File: src/rtl/sburst_rd_ctrl.sv
module sburst_rd_ctrl #(
  parameter int AW   = 8,
  parameter int DW   = 16,
  parameter int LATW = 3
) (
  input  logic          clk,
  input  logic          rst_n,
  input  logic          clk_en,
  input  logic          ce_n,
  input  logic          oe_n,
  input  logic          lat_n,
  input  logic [AW-1:0] addr_i,
  input  logic [LATW-1:0] lat_cfg,
  input  logic [1:0]    blen_cfg,
  input  logic [1:0]    mode_cfg,
  output logic [DW-1:0] dq_o,
  output logic          dq_oe,
  output logic          wait_o,
  output logic          wait_oe
);

  localparam logic [1:0] M_SINGLE = 2'd1;
  localparam logic [1:0] M_REG    = 2'd2;
  localparam logic [LATW-1:0] LAT_MIN = LATW'(2);

  logic            active, dvalid, ended;
  logic [AW-1:0]   base, off;
  logic [LATW-1:0] cnt, lat_q;
  logic [1:0]      blen_q, mode_q;
  logic [AW-1:0]   wrap_mask, cur_addr, lin_addr;

  wire cont  = (blen_q == 2'd3);
  wire hold  = (mode_q == M_SINGLE) || (mode_q == M_REG);
  wire last  = !cont && ((off & wrap_mask) == wrap_mask);
  wire [LATW-1:0] lat_eff = (lat_cfg < LAT_MIN) ? LAT_MIN : lat_cfg;

  always_comb begin
    case (blen_q)
      2'd0:    wrap_mask = AW'(3);
      2'd1:    wrap_mask = AW'(7);
      2'd2:    wrap_mask = AW'(15);
      default: wrap_mask = '1;
    endcase
  end

  assign lin_addr = base + off;
  assign cur_addr = hold ? base
                  : cont ? lin_addr
                  : (base & ~wrap_mask) | (lin_addr & wrap_mask);

  always_ff @(posedge clk or negedge rst_n) begin
    if (!rst_n) begin
      active <= 1'b0;
      dvalid <= 1'b0;
      ended  <= 1'b0;
      base   <= '0;
      off    <= '0;
      cnt    <= '0;
      lat_q  <= LAT_MIN;
      blen_q <= '0;
      mode_q <= '0;
    end else if (ce_n) begin
      active <= 1'b0;
      dvalid <= 1'b0;
      ended  <= 1'b0;
    end else if (clk_en) begin
      if (!lat_n) begin
        active <= 1'b1;
        dvalid <= 1'b0;
        ended  <= 1'b0;
        base   <= addr_i;
        off    <= '0;
        cnt    <= '0;
        lat_q  <= lat_eff;
        blen_q <= blen_cfg;
        mode_q <= mode_cfg;
      end else if (active && !ended) begin
        if (!dvalid) begin
          if (cnt == lat_q - LATW'(1)) dvalid <= 1'b1;
          else                         cnt <= cnt + LATW'(1);
        end else if (mode_q == M_REG) begin
          if (last) begin
            dvalid <= 1'b0;
            ended  <= 1'b1;
          end else begin
            off <= off + AW'(1);
          end
        end else if (mode_q != M_SINGLE) begin
          off <= off + AW'(1);
        end
      end
    end
  end

  assign dq_o    = dvalid ? DW'({~cur_addr, cur_addr}) : '0;
  assign dq_oe   = !ce_n && !oe_n;
  assign wait_oe = !ce_n;
  assign wait_o  = !ce_n && !dvalid;

endmodule

File: config.mk
export PLATFORM = sky130hd
export DESIGN_NAME = sburst_rd_ctrl
export DESIGN_NICKNAME = d
export VERILOG_FILES = /design/src/rtl/sburst_rd_ctrl.sv
export SDC_FILE = /design/constraint.sdc
export NUM_CORES = 1
export LEC_CHECK = 0
export BUFFER_PORTS_ARGS = -buffer_cell sky130_fd_sc_hd__buf_4
export CELL_PAD_IN_SITES_DETAIL_PLACEMENT = 1
export CELL_PAD_IN_SITES_GLOBAL_PLACEMENT = 2
export CORE_UTILIZATION = 32
export DETAILED_ROUTE_END_ITERATION = 12
export HOLD_SLACK_MARGIN = 0.02
export PLACE_DENSITY_LB_ADDON = 0.1
export SYNTH_ARGS = -nofsm -noshare
export SYNTH_HDL_FRONTEND = slang
export SYNTH_SLANG_ARGS = --single-unit
File: constraint.sdc
create_clock -name clk -period 3 [get_ports clk]
set_clock_uncertainty 0.05 [all_clocks]
set_input_delay 0.15 -clock clk [delete_from_list [all_inputs] [get_ports clk]]
set_output_delay 0.15 -clock clk [all_outputs]
set_load 0.1 [all_outputs]
### After elaboration in Yosys (flattened, before gate mapping)

Cells that the tools add are included.

* add/subtract/negate cells: 4
* magnitude comparators: 1
* eq/ne operators: 19
* mux-type cells: 33
* bitwise gates (word level): 8
* reduce and logical (&&, ||, !) cells: 18

Operator list (number)
* 8-bit 2-to-1 mux: 8
* 8-bit bitwise AND: 3
* 8-bit case mux with 3 select lines: 1
* 1-bit 2-to-1 mux: 18
* 16-bit 2-to-1 mux: 1
* 8-bit NOT: 2
* 3-bit 2-to-1 mux: 5
* 3-bit by 2-bit inequality test with 1-bit output (second input constant): 4
* 5-bit AND reduction: 2
* 8-bit by 1-bit adder with 8-bit output (second input constant): 1
* 8-bit adder: 1
* 8-bit equality test: 1
* 8-bit OR: 1
* 2-bit equality test (second input constant): 3
* 2-bit by 1-bit inequality test with 1-bit output (second input constant): 3
* 2-bit inequality test (second input constant): 3
* 6-bit AND reduction: 1
* 1-bit logical NOT: 5
* 2-bit by 1-bit equality test with 1-bit output (second input constant): 2
* 1-bit logical AND: 4
* 2-bit AND reduction: 2
* 3-bit by 1-bit adder with 3-bit output (second input constant): 1
* 3-bit equality test: 1
* 3-bit by 2-bit less-than comparator with 1-bit output (second input constant): 1
* other kinds (8): 9

* bits in registers: 29
* input port bits: 21
* output and inout bits: 19

### Logic depth before layout (Yosys ltp)

Gate-level depths: netlist (run 1).

* word-level depth: 12
* mapped depth: 8
* depth with buffers taken out: 7

### Least setup slack after synthesis (run 1)

No wires, ideal clock.

* path type: register to output
* from: reg mode_q[0]
* to: out dq_o[6]
* arrival: 4.608 ns
* required time: 2.800 ns
* path slack: -1.808 ns
* stages on the path, launching flop included: 6
* cells stage by stage: dfrtp_1 -> inv_1 -> ha_1 -> nand3_1 -> clkbuf_1 -> o311ai_0

* cells in the longest elaborated chain, start to end: 4
* elaborated cells between the ends (all ways): 5
* those cells by class: eq/ne: 2; mux: 2; reduce/logical: 1

Ends and longest elaborated chain
* from (decl): line 29 `logic [1:0] blen_q, mode_q;`
* from (signal assigned): line 76 `mode_q <= mode_cfg;`
* 2-bit by 1-bit equality test with 1-bit output or 2-bit equality test (tied branches): line 33 `wire hold = (mode_q == M_SINGLE) || (mode_q == M_REG);`
* 1-bit logical OR (*): line 33
* 8-bit 2-to-1 mux (*): line 47 `assign cur_addr = hold ? base`
* 16-bit 2-to-1 mux (*): line 95 `assign dq_o = dvalid ? DW'({~cur_addr, cur_addr}) : '0;`
* to (decl): line 16 `output logic [DW-1:0] dq_o,`

Every way passes the cells marked *; elsewhere a longest branch is shown, timed or not.

### Worst setup path after layout (run 1)

* from: reg off[1]
* to: out dq_o[7]

* cells in the longest elaborated chain, start to end: 6

Ends and longest elaborated chain
* from (decl): line 27 `logic [AW-1:0] base, off;`
* from (signal assigned): line 86 `off <= off + AW'(1);`
* from (signal assigned): line 89 `off <= off + AW'(1);`
* 8-bit adder (*): line 46 `assign lin_addr = base + off;`
* 8-bit bitwise AND: line 49 `: (base & ~wrap_mask) | (lin_addr & wrap_mask);`
* 8-bit OR: line 49
* 8-bit 2-to-1 mux (*): line 48 `: cont ? lin_addr`
* 8-bit 2-to-1 mux (*): line 47
* 16-bit 2-to-1 mux (*): line 95

Marks and branches as above.

==> results.toml, run 1 <==
[critical_path]
regToRegEndpoint = "ended$_DFFE_PN0P_"
slowest_delay_ns = 0.53
r2r_setup_slack_ns = 0.79
worstSetupPathType = "register to output pin"
start_kind = "register"
worst_setup_path_end_kind = "output pin"
required_ns = 2.80
rr_startpoint = "off[0]$_DFFE_PN0P_"
critPathSlowestCell = "or4_1"
crit_chain = "ha_1 > a211oi_2 > o21ai_1 > or3_4 > o211a_1 > or4_1 > buf_6"
arrival_ns = 2.71
crit_path_max_fanout = 7
r2r_cells = 7

[cts]
path_clk_slew_ns = 0.07
cts_max_level = 2
cts.sinks = 29
cts_tree = "built"
insertion_delay_ns = 0.28
max-clock-path-buffers = 2
cts_made_buffers = 5
root_buffer = "clkbuf_8"

[finish]
n_antenna_cell = 0
finalNetCount = 334
fillers = 710
utilization_pct = 45.0
drive_gt1_share_pct = 21.6
syn_to_final_growth_pct = 33.2

[sta]
max_clock_freq_mhz = 344
report.final.setup_viol = 0
final.period_utilization_pct = 97.0
finalHoldViolations = 0
period_needed_ns = 2.91
relSlewSlack_pct = 66.7
slew_viol_final = 0
worstMarginPinSlew_ns = 0.498
rsz0062_at_grt = "no"
fin_tns_setup_ns = 0

[yosys]
synth-simple-area-share_pct = 26.5
synth.area.top_cells = "dfrtp_1 35%, nand2_1 10%, ha_1 7.4%"
avgSynthCellArea_um2 = 8.32
synth_top_area_cell = "dfrtp_1"
syn-num-nets = 277
synth-seq-cells = 29
synth_flop_cell = "dfrtp_1"
synth_top_area_share_pct = 34.7
muxShareOfSynthArea_pct = 2.04
ys_types = 47
yosysMostFrequentCell = "nand2_1"
synth-compound-area-share_pct = 19.4
synth-seq-area-share_pct = 36.0
synth_cells = 243
ys_warn_count = 0
async_flop_share_pct = 100
synth_edf_count = 0
synth_top_family_by_area = "simple AND/OR/NAND/NOR gates"
synthAdderAreaFrac_pct = 8.42
synthTopCellsByCount = "55 x nand2_1, 28 x dfrtp_1, 16 x o21ai_0"
synth_xor_xnor_area_share_pct = 4.64
netlist_area_mm2 = 0.00202

[die]
num_rows = 28
die_w_um = 81.5
coreArea_mm2 = 0.00599
die_area_mm2 = 0.00664
num_io_pins = 40
initial_utilization_pct = 33.8
die_y_um = 81.5

[grt]
gr-total-overflow = 0
grt_use_total_pct = 18.7
antenna_found_initial = 0
grt_max_degree = 30
grt_pass1_vias = 1889
grt_pass1_wl_um = 9180

[pwr]
power.density_mw_per_mm2 = 566
vdd_drop_max_mv = 0.246
leakagePower_nw = 1.30

[status]
outcome = "finished, final reports clean"

[drt]
ant_nets = 0
routed_wl_um = 5600
drt_iter0_drc = 43
viasPerCell = 5.20
vias = 1956
route.detailed.drc = 0
first_pass_iters = 4
wl_per_cell_um = 14.9

[place]
hpwl_um = 4200
placement.io_buffers = 39
routabilityCongestion = 0.822

[hold_path]
worstHoldStart = "mode_cfg[1]"
min_to = "mode_q[1]$_DFFE_PN0P_"
hold-path-cell-count = 3
hold_path_class = "input port to register"

[run]
cap_violations = 0
## placed cells by master, fill, tap and decap left out, types with 3 or more instances in the layout
cell type and n:
nor2_1 14, inv_1 8, and3_1 5, dlygate4sd3_1 13, a21oi_1 14, mux2i_1 3, xnor2_1 7, nor2b_1 4
o21ai_0 16, nor3_1 4, buf_4 42, nand3_1 11, nand4_1 3, or4_1 3, o211ai_1 4, dfrtp_1 27
clkbuf_8 6, nand2_1 55, nand2b_1 3, ha_1 12, and2_1 5
## flip-flops by register name (all words and copies together), names as in the netlist
register  flops
ended         1
lat_q         3
dvalid        1
blen_q        2
off           8
active        1
base          8
cnt           3
mode_q        2
## layout make-up
| cell class | count | area, µm² | share of cell area, % |
|---|---|---|---|
| multi-input cells | 198 | 1250 | 46.4 |
| repair buffers | 57 | 472 | 17.5 |
| well taps | 75 | 93.8 | 3.48 |
| clock buffers | 7 | 86.3 | 3.20 |
| flip-flops and latches | 29 | 728 | 27.0 |
| inverters | 9 | 33.8 | 1.25 |
| clock inverters | 1 | 30.0 | 1.11 |
## repair_timing
item,in CTS,in global routing
buffers inserted,0,0
resized for setup,0,5
setup endpoints to repair,0,3
endpoints found under the hold margin,40,0
hold buffers,13,0
## stage by stage
| stage | setup slack [ns] | hold WS (ns) | instance area (µm²) | total power [mW] | cells |
|---|---|---|---|---|---|
| after global placement | 0.380 | 0.0594 | 2430 | 1.08 | 355 |
| after floorplan | 0.216 | -0.196 | 2030 | 0.936 | 243 |
| after detailed placement | 0.359 | 0.0560 | 2430 | 1.09 | 355 |
| after global routing | 0.0133 | 0.0431 | 2690 | 1.62 | 376 |
| final | 0.0902 | 0.0228 | 2690 | 1.52 | 376 |
| after CTS | 0.0268 | 0.0200 | 2680 | 1.54 | 376 |
## worst max-delay path: cells and delay by family (launching register included)
family                   cells  cell delay, ns
AO/OA/AOI/OAI                3            0.52
adder cells (fa/ha/maj)      1            0.33
buffers and inverters        1            0.20
flip-flops                   1            0.46
AND/OR/NAND/NOR              2            0.90
## kinds of logic after synthesis
family,count (synthesis)
adders and majority gates,13
buffers and inverters,16
and+or+nand+nor,114
muxes,4
AOI/OAI and AO/OA,58
DFF,29
xor gates and xnor gates,9
## layer usage
layer	vias to the layer above	part of all wire, %	global-route usage (%)
met5	-	0	0
met4	0	1.3	6.43
met3	5	2.9	3.33
met2	28	49	31.6
met1	953	47	23.9
li1	970	-	-
## worst max path at each step
stage                          start        to  slack, ns
5_1_grt           off[1]$_DFFE_PN0P_   dq_o[7]       0.01
4_1_cts           off[1]$_DFFE_PN0P_   dq_o[7]       0.03
2_1_floorplan  mode_q[0]$_DFFE_PN0P_  dq_o[13]       0.22
3_5_place_dp      off[1]$_DFFE_PN0P_   dq_o[7]       0.36
6_report          off[1]$_DFFE_PN0P_   dq_o[7]       0.09
3_3_place_gp      off[0]$_DFFE_PN0P_  dq_o[14]       0.38
## power by group
part / total, mW / switching, mW / internal [mW]
combinational: 0.556 / 0.337 / 0.219
clock: 0.427 / 0.156 / 0.271
sequential: 0.541 / 0.0851 / 0.456
total: 1.52 / 0.578 / 0.946
No activity file was read; power rests on OpenSTA's default activity.
==> inputs of run 2 (changes only) <==
Settings changed: RECOVER_POWER set to 25.
==> results.toml, run 2 (synthesized netlist as in run 1, its figures left out) <==
[status]
outcome = "finished with violations"
failed_checks = "max-capacitance violations, max-slew violations"

[finish]
drive_gt1_share_pct = 21.3
design_area_mm2 = 0.00269
final_common_cell = "nand2_1"
final_cells = 376
utilization_pct = 44.9
multiInputGateArea_mm2 = 0.00125
syn_to_final_growth_pct = 33.0
final_cell_mix = "55 x nand2_1, 41 x buf_4, 27 x dfrtp_1, 16 x o21ai_0"
fillers = 709
finalNetCount = 334
biggestRegsByFlops = "base (8), off (8)"
regArea_um2 = 728
n_antenna_cell = 0

[sta]
worstMarginPinSlew_ns = 1.64
rsz0062_at_grt = "no"
fin_tns_setup_ns = 0
max_clock_freq_mhz = 344
layout_setup_ws_ns = 0.0902
finalHoldViolations = 0
slew_viol_final = 30
period_needed_ns = 2.91
relSlewSlack_pct = -9.04
report.final.setup_viol = 0
whs_ns = 0.0229
final.period_utilization_pct = 97.0

[grt]
grt_pass1_wl_um = 9180
gr-total-overflow = 0
grt_use_total_pct = 18.7
grt_max_degree = 30
antenna_found_initial = 0
grt_pass1_vias = 1889

[cts]
max-clock-path-buffers = 2
root_buffer = "clkbuf_8"
postCtsSetupBuffers = 0
cts.sinks = 29
cts_made_buffers = 5
cts_tree = "built"
insertion_delay_ns = 0.28
path_clk_slew_ns = 0.07
cts_max_level = 2

[critical_path]
worst_setup_path_end_kind = "output pin"
arrival_ns = 2.71
required_ns = 2.80
worstSetupPathType = "register to output pin"
crit_path_max_fanout = 7
start_kind = "register"

[die]
coreArea_mm2 = 0.00599
num_io_pins = 40
num_rows = 28
initial_utilization_pct = 33.8
die_w_um = 81.5
die_area_mm2 = 0.00664
die_y_um = 81.5

[drt]
wl_per_cell_um = 14.9
routed_wl_um = 5600
vias = 1956
drt_iter0_drc = 43
first_pass_iters = 4
ant_nets = 0
route.detailed.drc = 0
viasPerCell = 5.20

[place]
hpwl_um = 4200
post_dp_cell_area_mm2 = 0.00243
post-place-ws_ns = 0.359
placed_cells = 355
placement.io_buffers = 39
routabilityCongestion = 0.822

[pwr]
leakagePower_nw = 1.29
vdd_drop_max_mv = 0.246
finalPower_mw = 1.52
power.density_mw_per_mm2 = 566

[hold_path]
hold_path_class = "input port to register"

[run]
cap_violations = 1
-- run 2: cell types whose count changed in the layout (fill, tap and decap cells not counted), sizes merged --
cell,change
clkbuf,+1
buf,-1
-- run 2: final timing paths --
check,start,to,slack (ns),cells past startpoint
hold / removal,mode_cfg[1],mode_q[1]$_DFFE_PN0P_,0.02,3
min in group asynchronous,rst_n,blen_q[1]$_DFFE_PN0P_,0.77,2
setup reg to reg,off[0]$_DFFE_PN0P_,ended$_DFFE_PN0P_,0.79,7
setup / recovery,off[1]$_DFFE_PN0P_,dq_o[7],0.09,7
hold reg to reg,lat_q[1]$_DFFE_PN1P_,lat_q[1]$_DFFE_PN1P_,0.44,2
max in group asynchronous,rst_n,off[1]$_DFFE_PN0P_,1.06,2
-- run 2: layer usage --
metal | part of all wire, % | global-route usage, % | vias to the layer above
met4 | 1.3 | 6.43 | 0
met3 | 2.9 | 3.33 | 5
met2 | 49 | 31.6 | 28
met1 | 47 | 23.9 | 953
li1 | - | - | 970
met5 | 0 | 0 | -
-- run 2: area by class of cell --
| type | count | area share [%] |
|---|---|---|
| multi-input combinational | 198 | 46.5 |
| sequential | 29 | 27.1 |
| timing repair buffer | 57 | 17.4 |
| tap | 75 | 3.49 |
| clock buffer | 7 | 3.21 |
| inverter | 9 | 1.26 |
| clock inverter | 1 | 1.12 |
-- run 2: worst max-delay path, stage by stage (launching register included) --
cell	delay [ns]
dfrtp_2	0.46
ha_1	0.33
a211oi_2	0.24
o21ai_1	0.15
or3_4	0.37
o211a_1	0.13
or4_1	0.53
buf_6	0.20
-- run 2: where the power goes --
part           internal (mW)  leakage [nW]  switching, mW  total [mW]
clock                  0.271        0.0585          0.156       0.426
sequential             0.456         0.373         0.0851       0.541
combinational          0.218         0.860          0.336       0.555
total                  0.945          1.29          0.577        1.52
-- run 2: timing repair --
action	4_1_cts	5_1_grt
gates resized for setup	0	5
hold buffers	13	0
endpoints found under the hold margin	40	0
endpoints found under the setup margin	0	3
==> inputs of run 3 (changes only) <==
Settings changed: MAX_ROUTING_LAYER set to met4.
==> results.toml, run 3 (synthesized netlist as in run 1, its figures left out) <==
[drt]
vias = 1956
viasPerCell = 5.20
routed_wl_um = 5600
wl_per_cell_um = 14.9
route.detailed.drc = 0
first_pass_iters = 4
drt_iter0_drc = 43
ant_nets = 0

[place]
hpwl_um = 4200
placed_cells = 355
placement.io_buffers = 39
routabilityCongestion = 0.834

[critical_path]
start_kind = "register"
worst_setup_path_end_kind = "output pin"
crit_start = "off[1]$_DFFE_PN0P_"
rr_startpoint = "off[0]$_DFFE_PN0P_"
slowest_delay_ns = 0.53
required_ns = 2.80
crit_chain = "ha_1 > a211oi_2 > o21ai_1 > or3_4 > o211a_1 > or4_1 > buf_6"
crit_path_max_fanout = 7
path_buf_inv = 1
worstSetupPathType = "register to output pin"
critPathSlowestCell = "or4_1"
arrival_ns = 2.71
crit_family = "simple AND/OR/NAND/NOR gates"

[sta]
worstMarginPinSlew_ns = 1.64
final.period_utilization_pct = 97.0
period_needed_ns = 2.91
report.final.setup_viol = 0
fin_tns_setup_ns = 0
max_clock_freq_mhz = 344
finalHoldViolations = 0
slew_viol_final = 30
relSlewSlack_pct = -9.03
rsz0062_at_grt = "no"

[cts]
path_clk_slew_ns = 0.07
cts_made_buffers = 5
max-clock-path-buffers = 2
insertion_delay_ns = 0.28
cts.sinks = 29
cts_max_level = 2
cts_tree = "built"
root_buffer = "clkbuf_8"
postCtsSetupBuffers = 0

[die]
num_io_pins = 40
die_y_um = 81.5
die_w_um = 81.5
initial_utilization_pct = 33.8
coreArea_mm2 = 0.00599
num_rows = 28
die_area_mm2 = 0.00664

[grt]
grt_pass1_wl_um = 9170
antenna_found_initial = 0
grt_pass1_vias = 1890
grt_max_degree = 30
grt_use_total_pct = 19.3
gr-total-overflow = 0

[finish]
drive_gt1_share_pct = 21.3
final_common_cell = "nand2_1"
n_antenna_cell = 0
final_cells = 376
biggestRegsByFlops = "base (8), off (8)"
finalNetCount = 334
fillers = 709
final_cell_mix = "55 x nand2_1, 41 x buf_4, 27 x dfrtp_1, 16 x o21ai_0"
syn_to_final_growth_pct = 33.0

[pwr]
leakagePower_nw = 1.29
power.density_mw_per_mm2 = 566
vdd_drop_max_mv = 0.246

[hold_path]
worstHoldStart = "mode_cfg[1]"
hold_path_class = "input port to register"

[status]
failed_checks = "max-capacitance violations, max-slew violations"
outcome = "finished with violations"

[run]
cap_violations = 1
-- run 3: what timing repair did --
item / CTS / global route
hold buffers: 13 / 0
resized for setup: 0 / 5
endpoints found under the setup margin: 0 / 3
endpoints found under the hold margin: 40 / 0
-- run 3: final cells by class --
class | count | area (µm²) | share of cell area [%]
multi-input combinational | 198 | 1250 | 46.5
sequential | 29 | 728 | 27.1
timing repair buffer | 57 | 468 | 17.4
tap | 75 | 93.8 | 3.49
clock buffer | 7 | 86.3 | 3.21
inverter | 9 | 33.8 | 1.26
clock inverter | 1 | 30.0 | 1.12
-- run 3: per-layer routing --
metal	global-route usage (%)	wire (µm)
met1	23.9	2620
met2	31.6	2740
met3	3.33	163
met4	6.43	76
met5	-	0
-- run 3: worst reg2reg max path, stage by stage (launching register included) --
cell and delay (ns):
dfrtp_1 0.46, ha_1 0.30, nand2_1 0.06, nand4b_1 0.20
nor2_1 0.18, a31oi_1 0.11, a211oi_1 0.21, dlygate4sd3_1 0.58
-- run 3: where the power goes --
part	internal, mW	total (mW)	switching, mW
Combinational	0.218	0.555	0.336
Sequential	0.456	0.541	0.0851
Clock	0.271	0.426	0.156
Total	0.945	1.52	0.577
-- run 3: path summary, 6_finish.rpt --
path / end / slack (ns) / depth (start not counted)
max in group asynchronous: off[1]$_DFFE_PN0P_ / 1.06 / 2
hold reg to reg: lat_q[1]$_DFFE_PN1P_ / 0.44 / 2
hold / removal: mode_q[1]$_DFFE_PN0P_ / 0.02 / 3
setup reg to reg: ended$_DFFE_PN0P_ / 0.79 / 7
setup / recovery: dq_o[7] / 0.09 / 7
min in group asynchronous: blen_q[1]$_DFFE_PN0P_ / 0.78 / 2
-- run 3: metrics by stage --
step / power [mW] / setup WS (ns) / util [%] / hold slack (ns) / instance area (µm²)
6_report: 1.52 / 0.0902 / 44.9 / 0.0234 / 2690
5_1_grt: 1.62 / 0.0133 / 44.9 / 0.0431 / 2690
4_1_cts: 1.54 / 0.0268 / 44.7 / 0.0200 / 2680
3_5_place_dp: 1.09 / 0.359 / 40.6 / 0.0560 / 2430
3_3_place_gp: 1.08 / 0.380 / 40.6 / 0.0594 / 2430
2_1_floorplan: 0.936 / 0.216 / - / -0.196 / 2030
